--- src/rtl/trig_seq_pkg.sv ---
package trig_seq_pkg;
  localparam logic [3:0] OP_NOP     = 4'd0;
  localparam logic [3:0] OP_WAIT_HW = 4'd1;
  localparam logic [3:0] OP_WAIT_SW = 4'd2;
  localparam logic [3:0] OP_TWAIT   = 4'd3;
  localparam logic [3:0] OP_FIRE_LO = 4'd4;
  localparam logic [3:0] OP_FIRE_HI = 4'd5;
  localparam logic [3:0] OP_IRQ     = 4'd6;
  localparam logic [3:0] OP_JMP_LO  = 4'd7;
  localparam logic [3:0] OP_JMP_HI  = 4'd8;
  localparam logic [3:0] OP_LOOP_LO = 4'd9;
  localparam logic [3:0] OP_LOOP_HI = 4'd10;

  localparam logic [4:0] A_CTRL   = 5'd8;
  localparam logic [4:0] A_T0LIM  = 5'd9;
  localparam logic [4:0] A_T1LIM  = 5'd10;
  localparam logic [4:0] A_LPLIM  = 5'd11;
  localparam logic [4:0] A_TCFG   = 5'd12;
  localparam logic [4:0] A_WDLIM  = 5'd13;
  localparam logic [4:0] A_STATUS = 5'd14;
endpackage

--- src/rtl/trig_seq_queue.sv ---
module trig_seq_queue #(
  parameter int DEPTH = 32,
  localparam int AW = $clog2(DEPTH),
  localparam int WAW = AW - 2
) (
  input  logic           clk,
  input  logic           we,
  input  logic [WAW-1:0] waddr,
  input  logic [31:0]    wdata,
  input  logic [AW-1:0]  raddr,
  output logic [7:0]     rentry,
  input  logic [WAW-1:0] wrd_addr,
  output logic [31:0]    rword
);
  logic [7:0] mem [DEPTH];

  always_ff @(posedge clk) begin
    if (we) begin
      for (int l = 0; l < 4; l++) mem[{waddr, 2'(l)}] <= wdata[8*l +: 8];
    end
  end

  assign rentry = mem[raddr];

  generate
    for (genvar l = 0; l < 4; l++) begin : g_lane
      assign rword[8*l +: 8] = mem[{wrd_addr, 2'(l)}];
    end
  endgenerate
endmodule

--- src/rtl/trig_seq_cond.sv ---
module trig_seq_cond #(
  parameter int N = 16
) (
  input  logic         clk,
  input  logic         rst,
  input  logic [N-1:0] hw,
  input  logic [N-1:0] edge_sel,
  input  logic [N-1:0] invert,
  output logic [N-1:0] ev
);
  logic [N-1:0] act, prev;
  assign act = hw ^ invert;

  always_ff @(posedge clk) begin
    if (rst) prev <= '0;
    else     prev <= act;
  end

  assign ev = (edge_sel & act & ~prev) | (~edge_sel & act);
endmodule

--- src/rtl/trig_seq_pulse.sv ---
module trig_seq_pulse #(
  parameter int N = 32,
  parameter int PWW = 2
) (
  input  logic           clk,
  input  logic           rst,
  input  logic [N-1:0]   fire,
  input  logic [PWW-1:0] width_code,
  output logic [N-1:0]   line
);
  generate
    for (genvar i = 0; i < N; i++) begin : g_line
      logic [PWW:0] cnt;
      always_ff @(posedge clk) begin
        if (rst)                cnt <= '0;
        else if (fire[i])       cnt <= {1'b0, width_code} + (PWW+1)'(1);
        else if (cnt != '0)     cnt <= cnt - (PWW+1)'(1);
      end
      assign line[i] = (cnt != '0);
      assert_pulse_bounded_R5: assert property (@(posedge clk) disable iff (rst)
        fire[i] |=> line[i]);
    end
  endgenerate
endmodule

--- src/rtl/trig_seq.sv ---
module trig_seq
  import trig_seq_pkg::*;
#(
  parameter int QDEPTH  = 32,
  parameter int NUM_HW  = 16,
  parameter int NUM_OUT = 32,
  parameter int NUM_IRQ = 16,
  parameter int CW      = 16,
  parameter int PWW     = 2,
  localparam int QAW    = $clog2(QDEPTH),
  localparam int HALF   = NUM_OUT / 2
) (
  input  logic               clk,
  input  logic               rst,
  input  logic               wr_en,
  input  logic [4:0]         wr_addr,
  input  logic [31:0]        wr_data,
  input  logic [4:0]         rd_addr,
  output logic [31:0]        rd_data,
  input  logic [NUM_HW-1:0]  hw_trig,
  input  logic               sw_trig,
  output logic [NUM_OUT-1:0] trig_out,
  output logic [NUM_IRQ-1:0] irq_out,
  output logic               step_irq,
  output logic               wdog_irq
);
  logic on_q, start_q, sstep_q;
  logic [PWW-1:0] pw_q;
  logic [CW-1:0] tlim_q [2];
  logic [CW-1:0] tcnt_q [2];
  logic [CW-1:0] llim_q, lcnt_q, wdlim_q, wd_q;
  logic [NUM_HW-1:0] edge_q, inv_q;
  logic [QAW-1:0] ptr_q, nxt;
  logic [NUM_IRQ-1:0] irq_q, irq_n;
  logic step_q, wdog_q;
  logic [31:0] rd_q, qword;
  logic [7:0] cur;
  logic [3:0] op, opt;
  logic [NUM_HW-1:0] ev;
  logic [NUM_OUT-1:0] fire, fire_g;
  logic running, done, is_wait, tsel, t_hit, l_hit, q_we;

  assign running = on_q & start_q;
  assign q_we = wr_en & ~running & (wr_addr[4:3] == 2'b00);

  trig_seq_queue #(.DEPTH(QDEPTH)) u_queue (
    .clk(clk), .we(q_we), .waddr(wr_addr[QAW-3:0]), .wdata(wr_data),
    .raddr(ptr_q), .rentry(cur), .wrd_addr(rd_addr[QAW-3:0]), .rword(qword));

  trig_seq_cond #(.N(NUM_HW)) u_cond (
    .clk(clk), .rst(rst), .hw(hw_trig), .edge_sel(edge_q), .invert(inv_q), .ev(ev));

  trig_seq_pulse #(.N(NUM_OUT), .PWW(PWW)) u_pulse (
    .clk(clk), .rst(rst), .fire(fire_g), .width_code(pw_q), .line(trig_out));

  assign op   = cur[7:4];
  assign opt  = cur[3:0];
  assign tsel = opt[0];
  assign t_hit = (tcnt_q[tsel] == tlim_q[tsel]);
  assign l_hit = (lcnt_q == llim_q);
  assign is_wait = (op == OP_WAIT_HW) || (op == OP_WAIT_SW);

  always_comb begin
    done  = 1'b1;
    nxt   = ptr_q + QAW'(1);
    fire  = '0;
    irq_n = '0;
    case (op)
      OP_WAIT_HW: done = ev[opt];
      OP_WAIT_SW: done = sw_trig;
      OP_TWAIT:   done = t_hit;
      OP_FIRE_LO: fire[int'(opt)] = 1'b1;
      OP_FIRE_HI: fire[HALF + int'(opt)] = 1'b1;
      OP_IRQ:     irq_n[opt] = 1'b1;
      OP_JMP_LO:  nxt = QAW'({1'b0, opt});
      OP_JMP_HI:  nxt = QAW'({1'b1, opt});
      OP_LOOP_LO: if (!l_hit) nxt = QAW'({1'b0, opt});
      OP_LOOP_HI: if (!l_hit) nxt = QAW'({1'b1, opt});
      default: ;
    endcase
  end

  assign fire_g = running ? fire : '0;

  always_ff @(posedge clk) begin
    if (rst) begin
      on_q <= 1'b0; start_q <= 1'b0; sstep_q <= 1'b0; pw_q <= '0;
      tlim_q[0] <= '0; tlim_q[1] <= '0; tcnt_q[0] <= '0; tcnt_q[1] <= '0;
      llim_q <= '0; lcnt_q <= '0; wdlim_q <= '0; wd_q <= '0;
      edge_q <= '0; inv_q <= '0; ptr_q <= '0;
      irq_q <= '0; step_q <= 1'b0; wdog_q <= 1'b0;
    end else begin
      irq_q <= '0; step_q <= 1'b0; wdog_q <= 1'b0;
      if (!on_q) begin
        ptr_q <= '0; tcnt_q[0] <= '0; tcnt_q[1] <= '0; lcnt_q <= '0; wd_q <= '0;
      end else if (running) begin
        if (op == OP_TWAIT) tcnt_q[tsel] <= t_hit ? '0 : tcnt_q[tsel] + CW'(1);
        if (op == OP_LOOP_LO || op == OP_LOOP_HI) lcnt_q <= l_hit ? '0 : lcnt_q + CW'(1);
        if (done) begin
          ptr_q <= nxt;
          wd_q  <= '0;
          irq_q <= irq_n;
          if (sstep_q) begin start_q <= 1'b0; step_q <= 1'b1; end
        end else if (is_wait) begin
          if (wdlim_q != '0 && wd_q == wdlim_q) begin
            wdog_q <= 1'b1; start_q <= 1'b0; wd_q <= '0;
          end else begin
            wd_q <= wd_q + CW'(1);
          end
        end
      end
      if (wr_en) begin
        if (running) begin
          if (wr_addr == A_CTRL && !wr_data[0]) begin on_q <= 1'b0; start_q <= 1'b0; end
        end else begin
          case (wr_addr)
            A_CTRL: begin
              on_q    <= wr_data[0];
              start_q <= wr_data[1] & wr_data[0] & on_q;
              sstep_q <= wr_data[2];
              pw_q    <= wr_data[4 +: PWW];
            end
            A_T0LIM: tlim_q[0] <= wr_data[CW-1:0];
            A_T1LIM: tlim_q[1] <= wr_data[CW-1:0];
            A_LPLIM: llim_q    <= wr_data[CW-1:0];
            A_TCFG:  begin edge_q <= wr_data[NUM_HW-1:0]; inv_q <= wr_data[16 +: NUM_HW]; end
            A_WDLIM: wdlim_q   <= wr_data[CW-1:0];
            default: ;
          endcase
        end
      end
    end
  end

  always_ff @(posedge clk) begin
    if (rst) rd_q <= '0;
    else begin
      rd_q <= '0;
      case (rd_addr)
        A_CTRL:   begin rd_q[0] <= on_q; rd_q[1] <= start_q; rd_q[2] <= sstep_q; rd_q[4 +: PWW] <= pw_q; end
        A_T0LIM:  rd_q[CW-1:0] <= tlim_q[0];
        A_T1LIM:  rd_q[CW-1:0] <= tlim_q[1];
        A_LPLIM:  rd_q[CW-1:0] <= llim_q;
        A_TCFG:   begin rd_q[NUM_HW-1:0] <= edge_q; rd_q[16 +: NUM_HW] <= inv_q; end
        A_WDLIM:  rd_q[CW-1:0] <= wdlim_q;
        A_STATUS: begin rd_q[QAW-1:0] <= ptr_q; rd_q[8] <= on_q; rd_q[9] <= start_q; rd_q[10] <= sstep_q; end
        default:  if (rd_addr[4:3] == 2'b00) rd_q <= qword;
      endcase
    end
  end

  assign rd_data  = rd_q;
  assign irq_out  = irq_q;
  assign step_irq = step_q;
  assign wdog_irq = wdog_q;

  assert_irq_onehot_R6: assert property (@(posedge clk) disable iff (rst)
    $onehot0(irq_out));
  assert_disable_clears_R8: assert property (@(posedge clk) disable iff (rst)
    !on_q |=> (ptr_q == '0));
  assert_locked_limit_R9: assert property (@(posedge clk) disable iff (rst)
    (running && wr_en && wr_addr == A_T0LIM) |=> $stable(tlim_q[0]));
  assert_step_halts_R10: assert property (@(posedge clk) disable iff (rst)
    step_irq |-> !start_q);
  assert_wdog_halts_R11: assert property (@(posedge clk) disable iff (rst)
    wdog_irq |-> !start_q);
endmodule

--- config.mk ---
export PLATFORM = sky130hd
export DESIGN_NAME = trig_seq
export DESIGN_NICKNAME = d
export VERILOG_FILES = /design/src/rtl/trig_seq_pkg.sv /design/src/rtl/trig_seq_queue.sv /design/src/rtl/trig_seq_cond.sv /design/src/rtl/trig_seq_pulse.sv /design/src/rtl/trig_seq.sv
export SDC_FILE = /design/constraint.sdc
export NUM_CORES = 1
export LEC_CHECK = 0
export BUFFER_PORTS_ARGS = -buffer_cell sky130_fd_sc_hd__clkbuf_2
export CAP_MARGIN = 30
export CORE_ASPECT_RATIO = 1.4
export CORE_UTILIZATION = 40
export CTS_CLUSTER_DIAMETER = 30
export DETAILED_ROUTE_END_ITERATION = 10
export GPL_TIMING_DRIVEN = 0
export HOLD_SLACK_MARGIN = 0.08
export SLEW_MARGIN = 30
export SYNTH_ARGS = -nofsm -noshare
export SYNTH_HDL_FRONTEND = slang
export SYNTH_SLANG_ARGS = --single-unit
--- constraint.sdc ---
create_clock -name clk -period 6.9 [get_ports clk]
set_input_delay 0.69 -clock clk [delete_from_list [all_inputs] [get_ports clk]]
set_output_delay 0.69 -clock clk [all_outputs]
set_load 0.05 [all_outputs]
Word-level counts from Yosys, hierarchy flattened
Memory sizes are Yosys's and may differ from the RTL's. A register that Yosys moved wholly into a read port is not among the register bits. Cells that the tools add are included.

$add $sub $neg: 38. $lt $le $gt $ge: 6. Equal/unequal tests: 27. Mux-type cells: 138. Bitwise logic cells: 21. Reductions and logical operators: 92.

Operator list (number): 3-bit 2-to-1 mux (64); 16-bit 2-to-1 mux (10); 3-bit nonzero test (32); 3-bit by 1-bit subtractor with 3-bit output (second input constant) (32); 2-bit nonzero test (34); 5-bit by 4-bit == test with 1-bit output (second input constant) (13); 32-bit 2-to-1 mux (2); 32-bit one-hot mux with 2 select lines (1); 16-bit by 1-bit adder with 16-bit output (second input constant) (3); 16-bit AND (3); 16-bit == test (3); 1-bit 2-to-1 mux (43); 3-bit one-hot mux with 7 select lines (2); 16-bit NOT (2); 16-bit one-hot mux with 2 select lines (1); 5-bit one-hot mux with 6 select lines (1); 1-bit one-hot mux with 7 select lines (3); 5-bit 2-to-1 mux (4); 5-bit one-hot mux with 4 select lines (1); 4-bit by 3-bit == test with 1-bit output (second input constant) (4); 16-bit bitwise OR (1); 16-bit nonzero test (1); 16-bit OR reduction (1); 16-bit XOR (1); other kinds (30) (60).

Flip-flop bits (word level): 268. Bits in writable memories: 320. Output and inout port bits: 82. Word-level logic and storage cells: 373. Memories: 3.

Memory list: u_queue.mem (words 32, bits a word 8, read ports 5, clocked after memory_dff 1, write ports 4, RTL line trig_seq_queue.sv:15) `logic [7:0] mem [DEPTH];`; tcnt_q (words 2, bits a word 16, read ports 1, clocked after memory_dff 0, write ports 2, RTL line trig_seq.sv:30) `logic [CW-1:0] tcnt_q [2];`; tlim_q (words 2, bits a word 16, read ports 3, clocked after memory_dff 0, write ports 2, RTL line trig_seq.sv:29) `logic [CW-1:0] tlim_q [2];`.

Logic depth before layout (Yosys ltp)
Gate-level depths: netlist of the first run.

Depth in word-level cells: 13. Mapped depth: 20.

By module
A second synthesis of the first run with hierarchy kept.

Cells, all modules: 2387. Area, all modules: 29572.1 µm².

Modules (own cells, without submodules): trig_seq_queue (instances 1, cells an instance 490, area each 11617.4 µm², sequential area each 7687.4 µm²); trig_seq (instances 1, cells an instance 1139, area each 10427.5 µm², sequential area each 5044.8 µm²); trig_seq_pulse (instances 1, cells an instance 692, area each 6870.3 µm², sequential area each 1921.8 µm²); trig_seq_cond (instances 1, cells an instance 66, area each 656.9 µm², sequential area each 320.3 µm²).

Least setup slack after synthesis of the first run
Ideal clock, no wire load.

Path kind: reg2reg. Start: reg with a tool-made name. End: mem tcnt_q[1][14], data pin. Setup time: 0.264 ns. Arrival: 3.748 ns. Path slack: 2.887 ns. Cell stages (with the launch flop): 19. Period minus slack after synthesis: 4.013 ns. Cells stage by stage: dfxtp_1 > buf_2 > buf_4 > buf_4 > mux2i_1 > a211o_1 > o31a_1 > nand2_1 > buf_2 > clkbuf_1 > nand2_1 > nand2_1 > ha_1 > inv_1 > a221o_1 > buf_2 > o31a_1 > nor3_1 > nor3_1.

RTL lines (RTL line): end: declaration (trig_seq.sv:30).

==> results of run 1 <==
==> per-stage QoR <==
stage	power, mW	cells
6_report	12.2	3843
5_1_grt	12.7	3841
4_1_cts	12.3	3839
3_5_place_dp	6.82	3632
3_3_place_gp	6.66	3609
2_1_floorplan	6.18	2526
==> cell families after synthesis <==
family	count (synthesis)	share of synthesized area
compound gates	312	0.0727
xor+xnor	154	0.0463
fa+ha+maj	70	0.0300
buf+inv	265	0.0380
flops	593	0.518
mux	326	0.168
simple gates	806	0.127
==> critical path, cell delays in order, from the launching register on <==
cell,delay [ns]
dfxtp_1,0.32
buf_2,0.35
buf_2,0.43
buf_2,0.44
buf_4,0.35
a211o_1,0.16
o31a_1,0.48
nand2_1,0.45
buf_2,0.37
clkbuf_1,0.31
nand2_1,0.15
nand2_1,0.10
ha_1,0.26
inv_1,0.16
a221o_1,0.13
buf_2,0.24
nor2_1,0.10
xnor2_1,0.13
a2111oi_0,0.42
==> cells in the mapped netlist, types with 24 or more instances <==
master / instances / share of area
edfxtp_1: 320 / 0.33
dfxtp_1: 273 / 0.19
nand2_1: 261 / 0.034
nor2_1: 256 / 0.033
inv_1: 132 / 0.017
mux4_2: 121 / 0.094
mux2i_1: 120 / 0.041
clkbuf_1: 94 / 0.012
a21oi_1: 91 / 0.016
xnor2_1: 91 / 0.027
mux2_2: 85 / 0.033
ha_1: 69 / 0.030
xor2_1: 63 / 0.019
a22oi_1: 54 / 0.014
nor2b_1: 49 / 0.011
o21ai_0: 46 / 0.0079
nor3_1: 43 / 0.0074
nand3_1: 41 / 0.0070
nand4_1: 37 / 0.0080
nor4_1: 27 / 0.0058
and2_1: 25 / 0.0054
a211oi_1: 24 / 0.0062
==> worst max path at each step <==
stage	from	to	slack, ns	cells after the start
finish	register	tcnt_q[1][10]	1.26	18
detailed placement	register	tcnt_q[1][14]	1.43	18
global placement	on_q	u_queue.mem[2][1]	0.07	6
global route	register	tcnt_q[1][14]	1.20	18
floorplan	register	tcnt_q[1][14]	2.89	18
CTS	register	tcnt_q[1][14]	1.36	18
==> per-layer routing <==
layer	wire [um]	global-route usage	vias to the layer above
met4	7260	0.192	4
met1	37400	0.310	11000
met5	28	0	-
li1	-	-	9800
met3	7490	0.0512	312
met2	49600	0.463	1099
==> power by group through the flow <==
stage / Clock (mW) / Sequential [mW] / Combinational (mW)
6_report: 5.43 / 4.12 / 2.65
5_1_grt: 5.64 / 4.14 / 2.90
4_1_cts: 5.48 / 4.11 / 2.67
3_5_place_dp: 0 / 4.18 / 2.64
3_3_place_gp: 0 / 4.17 / 2.49
2_1_floorplan: 0 / 4.17 / 2.01
==> area by class of cell <==
| type | instances | area, um2 |
|---|---|---|
| flip-flops and latches | 593 | 15100 |
| diodes | 3 | 7.51 |
| multi-input cells | 1668 | 13000 |
| plain buffers | 132 | 622 |
| fillers | 6425 | 36400 |
| clock buffers | 127 | 2950 |
| well taps | 944 | 1180 |
| clock inverters | 80 | 827 |
| inverters | 133 | 499 |
| repair buffers | 163 | 1090 |
==> flip-flops by register name, indices dropped and copies added (netlist names), 2 cells and up, named ones only <==
register / cells
tcnt_q: 32
u_cond.prev: 16
lcnt_q: 16
tlim_q: 32
wd_q: 16
rd_data: 32
u_pulse.g_line.cnt: 96
llim_q: 16
inv_q: 16
wdlim_q: 16
pw_q: 2
irq_out: 16
edge_q: 16
u_queue.mem: 256
ptr_q: 5
==> results.md, run 1 <==
- Seq cells post-synth: roughly 590
- Leak: 12.8 nW
- Clock Latency Late Sink: just under 0.7 ns
- Clk slew on worst S/H paths: 0.06 ns
- Num ports: between 100 and 150
- RD Place Congestion: 0.963
- Max Clock Skew: between 0.04 and 0.05 ns
- Nets: 2932
- Final TNS setup: 0 ns
- Post-synthesis sequential area ratio: 0.518
- H-tree depth: 3
- Clk network pwr share: 0.445
- Distinct cells, synth: between 70 and 80
- First-pass GRT wire length: approximately 150000 um
- Worst EP required: 7.33 ns
- Via/cell ratio: 5.79
- Flop2flop setup slack: 1.26 ns
- Core area: 71700 um2
- Port Buffers: between 100 and 150
- CP Launch Type: register
- Most frequent cells in the layout: edfxtp_1, dfxtp_1, nand2_1
- Commonest non-fill, non-tap cell in the layout: edfxtp_1
- Die ar.: around 74000 um2
- Syn_area_per_cell: 11.5 um2
- Setup bufs post-CTS: 0
- Via Count: 22200
- Setup violators final: 0
- Switching share of power: 0.312
- Final Hold Fails: 0
- Status: complete, no violations
- Ys async rst share: 0
- Fin. max-slew vios: 0
- Post-cts resize count: 0
- Critical setup path kind: reg -> reg
- Die Wd: 230 um
- CP max FO: 10
- Final ANT Viol Nets: 0
- Synth Cell Area: approximately 29000 um2
- Row cnt: 116
- Pwr Density: about 350 nW/um2
- Finished Core Util: 0.492
- Worst slack, placed: 1.43 ns
- DRC Markers: 0
- Die Y: roughly 320 um
- TritonCTS clock tree: yes
- Global route overflow: 0
- Root Driver: clkbuf_16
- Hold path cells: 1
- WHS Endpoint: u_queue.mem[22][2]
- Synth Flop Type: edfxtp_1
- CTS Hold Buffers Added: 0
- Max Root-Sink Buffers: 3
- RSZ-0062 raised after global routing: false
- Register-to-Register Path Depth: 18
- Total track usage: 0.273
- Worst Setup End Kind: register
- Initial Utilization: 0.406
- Largest net degree at the start of global routing: 17
- Final HPWL DP: about 75000 um
- Syn Nets: between 2000 and 3000
- Antenna violations before repair: 5
- Drt total wl: around 100000 um
- Layout cells sized above 1: 0.216
- Fmax: 177 MHz
- P_int: 8.40 mW
- Reg-to-reg endpoint: tcnt_q[1][10]
- Crit path DAT: 6.07 ns
- Max-cap violations: 0
- Hold slack: 0.313 ns
- Wire length per cell: approximately 26 um
- DR pass1 iterations: 6
- Area grow syn2layout: 21.1%
- Clock sink count: 593
- HP Start: wr_data[18]
- Syn Inst Count: 2526
- Synth warn: 0
- Worst-Margin Slew: 1.08 ns
- Logic pwr share: 0.217
- CTS Buf Count: 110
- VDD IR max: 0.206 mV
- Fin crit share: 0.817
- P_sw: 3.80 mW
- Finished layout cell area: 35300 um2
- Vias in the first global route: 22700
- Min cycle time layout: roughly 5.6 ns
- Final setup margin: 1.26 ns
- Hold Crit Class: in -> reg
- Max transition margin: 0.279
- Reg power frac: 0.338
- Number of synthesized flops with an enable pin: 320
- Initial DRC count: 2141
- Placement Cell Area: ~31000 um2
(Power assumes the default switching activity.)
==> run 2: changes to the inputs <==
==> constraint.sdc (replaced) <==
create_clock -name clk -period 5.7 [get_ports clk]
set_input_delay 0.57 -clock clk [delete_from_list [all_inputs] [get_ports clk]]
set_output_delay 0.57 -clock clk [all_outputs]
set_load 0.05 [all_outputs]
==> results.md, run 2 (same netlist as run 1, synthesis figures left out) <==
- Final Hold Fails: 0 (unchanged)
- Clk slew on worst S/H paths: 0.06 ns (about the same)
- Fin. max-slew vios: 0 (unchanged)
- Max FFs per register: 256 (unchanged)
- Global route overflow: 0 (unchanged)
- First-pass GRT wire length: 147000 um (unchanged)
- Met3 usage: 0.0512 (unchanged)
- TritonCTS clock tree: yes
- Clock Latency Late Sink: 0.69 ns (about the same)
- Hold Crit Class: in -> reg
- Initial DRC count: 2161 (+0.93%)
- RD Place Congestion: 0.963 (unchanged)
- Met1 Usage GRT: 0.310 (unchanged)
- Max Root-Sink Buffers: 3 (unchanged)
- Status: complete, no violations
- Row cnt: 116 (unchanged)
- Total track usage: 0.273 (unchanged)
- Clock sink count: 593 (unchanged)
- Fin crit share: 0.963 (+0.146)
- Port Buffers: 139 (unchanged)
- Finished Core Util: 0.492 (about the same)
- Final ANT Viol Nets: 0 (unchanged)
- P_sw: 4.61 mW (+21%)
- Via Count: 22300 (+0.26%)
- Register area: 15100 um2 (unchanged)
- Met2 usage: 0.463 (unchanged)
- Vias in the first global route: 22700 (unchanged)
- CTS Hold Buffers Added: 0 (unchanged)
- Worst Setup End Kind: register
- Worst-Margin Slew: 1.09 ns (+0.0110 ns)
- Switching share of power: 0.312 (+0.000333)
- Critical setup path kind: reg -> reg
- Crit path to: tcnt_q[1][14]
- Num ports: 144 (unchanged)
- Die Y: 321 um (unchanged)
- Final HPWL DP: 74700 um (unchanged)
- Setup violators final: 0 (unchanged)
- Crit path DAT: 5.89 ns (-0.18 ns)
- Finished layout cell area: 35300 um2 (about the same)
- CP max FO: 10 (unchanged)
- Biggest regs: u_queue.mem x256, u_pulse.g_line.cnt x96
- Most frequent cells in the layout: edfxtp_1, dfxtp_1, nand2_1
- Commonest non-fill, non-tap cell in the layout: edfxtp_1
- Via/cell ratio: 5.80 (+0.26%)
- Max-cap violations: 0 (unchanged)
- DRC Markers: 0 (unchanged)
- Reg power frac: 0.337 (about the same)
- P_int: 10.2 mW (+21%)
- Max Clock Skew: 0.0414 ns (+0.000213 ns)
- Flop2flop setup slack: 0.21 ns (-1.05 ns)
- Die Wd: 230 um (unchanged)
- Drt total wl: 102000 um (about the same)
- Initial Utilization: 0.406 (unchanged)
- Worst slack, placed: 0.226 ns (-1.20 ns)
- Clk network pwr share: 0.445 (about the same)
- Largest Register: u_queue.mem
- H-tree depth: 3 (unchanged)
- RSZ-0062 raised after global routing: false
- DR pass1 iterations: 8 (+2)
- Fmax: 182 MHz (+2.7%)
- Pwr Density: 419 nW/um2 (+21%)
- Fill cells: 6424 (-0.016%)
- Reg-to-reg endpoint: tcnt_q[1][14]
- VDD IR max: 0.249 mV (+21%)
- GR peak layer: met2
- Register-to-Register Path Depth: 18 (unchanged)
- Multi-input logic area: 13000 um2 (about the same)
- Antenna violations before repair: 5 (unchanged)
- Final setup margin: 0.209 ns (-1.05 ns)
- Logic pwr share: 0.217 (about the same)
- Root Driver: clkbuf_16
- Die ar.: 73900 um2 (unchanged)
- Nets: 2932 (unchanged)
- CP Launch Type: register
- Wire length per cell: 26.4 um (about the same)
- Area grow syn2layout: 21.2% (about the same)
- Layout cells sized above 1: 0.216 (+0.000345)
- Placement Cell Area: 31500 um2 (unchanged)
- Min cycle time layout: 5.49 ns (-0.150 ns)
- Largest net degree at the start of global routing: 17 (unchanged)
- Worst EP required: 6.10 ns (-1.23 ns)
- Leak: 12.8 nW (about the same)
- Max transition margin: 0.271 (-0.00732)
- Core area: 71700 um2 (unchanged)
- CTS Buf Count: 110 (unchanged)
-- run 2: cell counts in the layout (fill, tap and decap cells not counted) --
No cell type changed its count.
-- run 2: worst min path at each step --
| stage | startpoint | endpoint | slack (ns) | cells after the start |
|---|---|---|---|---|
| final | wr_data[20] | u_queue.mem[18][4] | 0.18 | 1 |
| after floorplan | edge_q[0] | edge_q[0] | 0.45 | 2 |
| after global placement | inv_q[1] | inv_q[1] | 0.47 | 2 |
| after global routing | wr_data[18] | u_queue.mem[10][2] | 0.19 | 1 |
| after detailed placement | inv_q[0] | inv_q[0] | 0.48 | 2 |
| after CTS | wr_data[19] | u_queue.mem[6][3] | 0.16 | 1 |
-- run 2: area by class of cell --
type | instances | area share
Antenna cell | 3 | 0.000213
Buffer | 132 | 0.0176
Clock buffer | 127 | 0.0837
Clock inverter | 80 | 0.0235
Inverter | 133 | 0.0142
Multi-Input combinational cell | 1668 | 0.369
Sequential cell | 593 | 0.427
Tap cell | 944 | 0.0335
Timing Repair Buffer | 163 | 0.0310
-- run 2: metal layers --
layer	vias up	share of wire
met5	-	0.00025
met4	4	0.072
met3	310	0.075
met2	1162	0.49
met1	11000	0.37
li1	9808	-
-- run 2: per-stage QoR --
stage | std cells | hold slack [ns] | TNS (ns) | power (mW)
final | 3843 | 0.183 | 0 | 14.8
after CTS | 3839 | 0.159 | 0 | 14.8
after global routing | 3841 | 0.192 | 0 | 15.3
after global placement | 3609 | 0.473 | -70.76 | 8.06
after detailed placement | 3632 | 0.479 | 0 | 8.26
after floorplan | 2526 | 0.449 | 0 | 7.48
-- run 2: timing repair --
action / CTS / global route
gates resized for setup: 0 / 1
endpoints found under the setup margin: 0 / 1
setup buffers: 0 / 0
-- run 2: critical path, cell delays in order (launching register included) --
cell and delay [ns]:
dfxtp_1 0.32, buf_2 0.35, buf_2 0.43, buf_2 0.46, nand4_1 0.18, and2_1 0.20, buf_1 0.28, nand2_2 0.34
buf_2 0.37, clkbuf_1 0.47, nand2_1 0.13, nand2_1 0.14, ha_1 0.24, inv_1 0.12, a221o_1 0.26, buf_2 0.20
o31a_1 0.31, nor3_1 0.25, nor3_1 0.11
-- run 2: power groups by stage --
stage	Sequential (mW)	Combinational [mW]	Clock, mW
floorplan	5.04	2.44	0
global placement	5.04	3.02	0
detailed placement	5.06	3.20	0
CTS	4.98	3.23	6.63
global route	5.01	3.51	6.83
finish	4.99	3.21	6.58
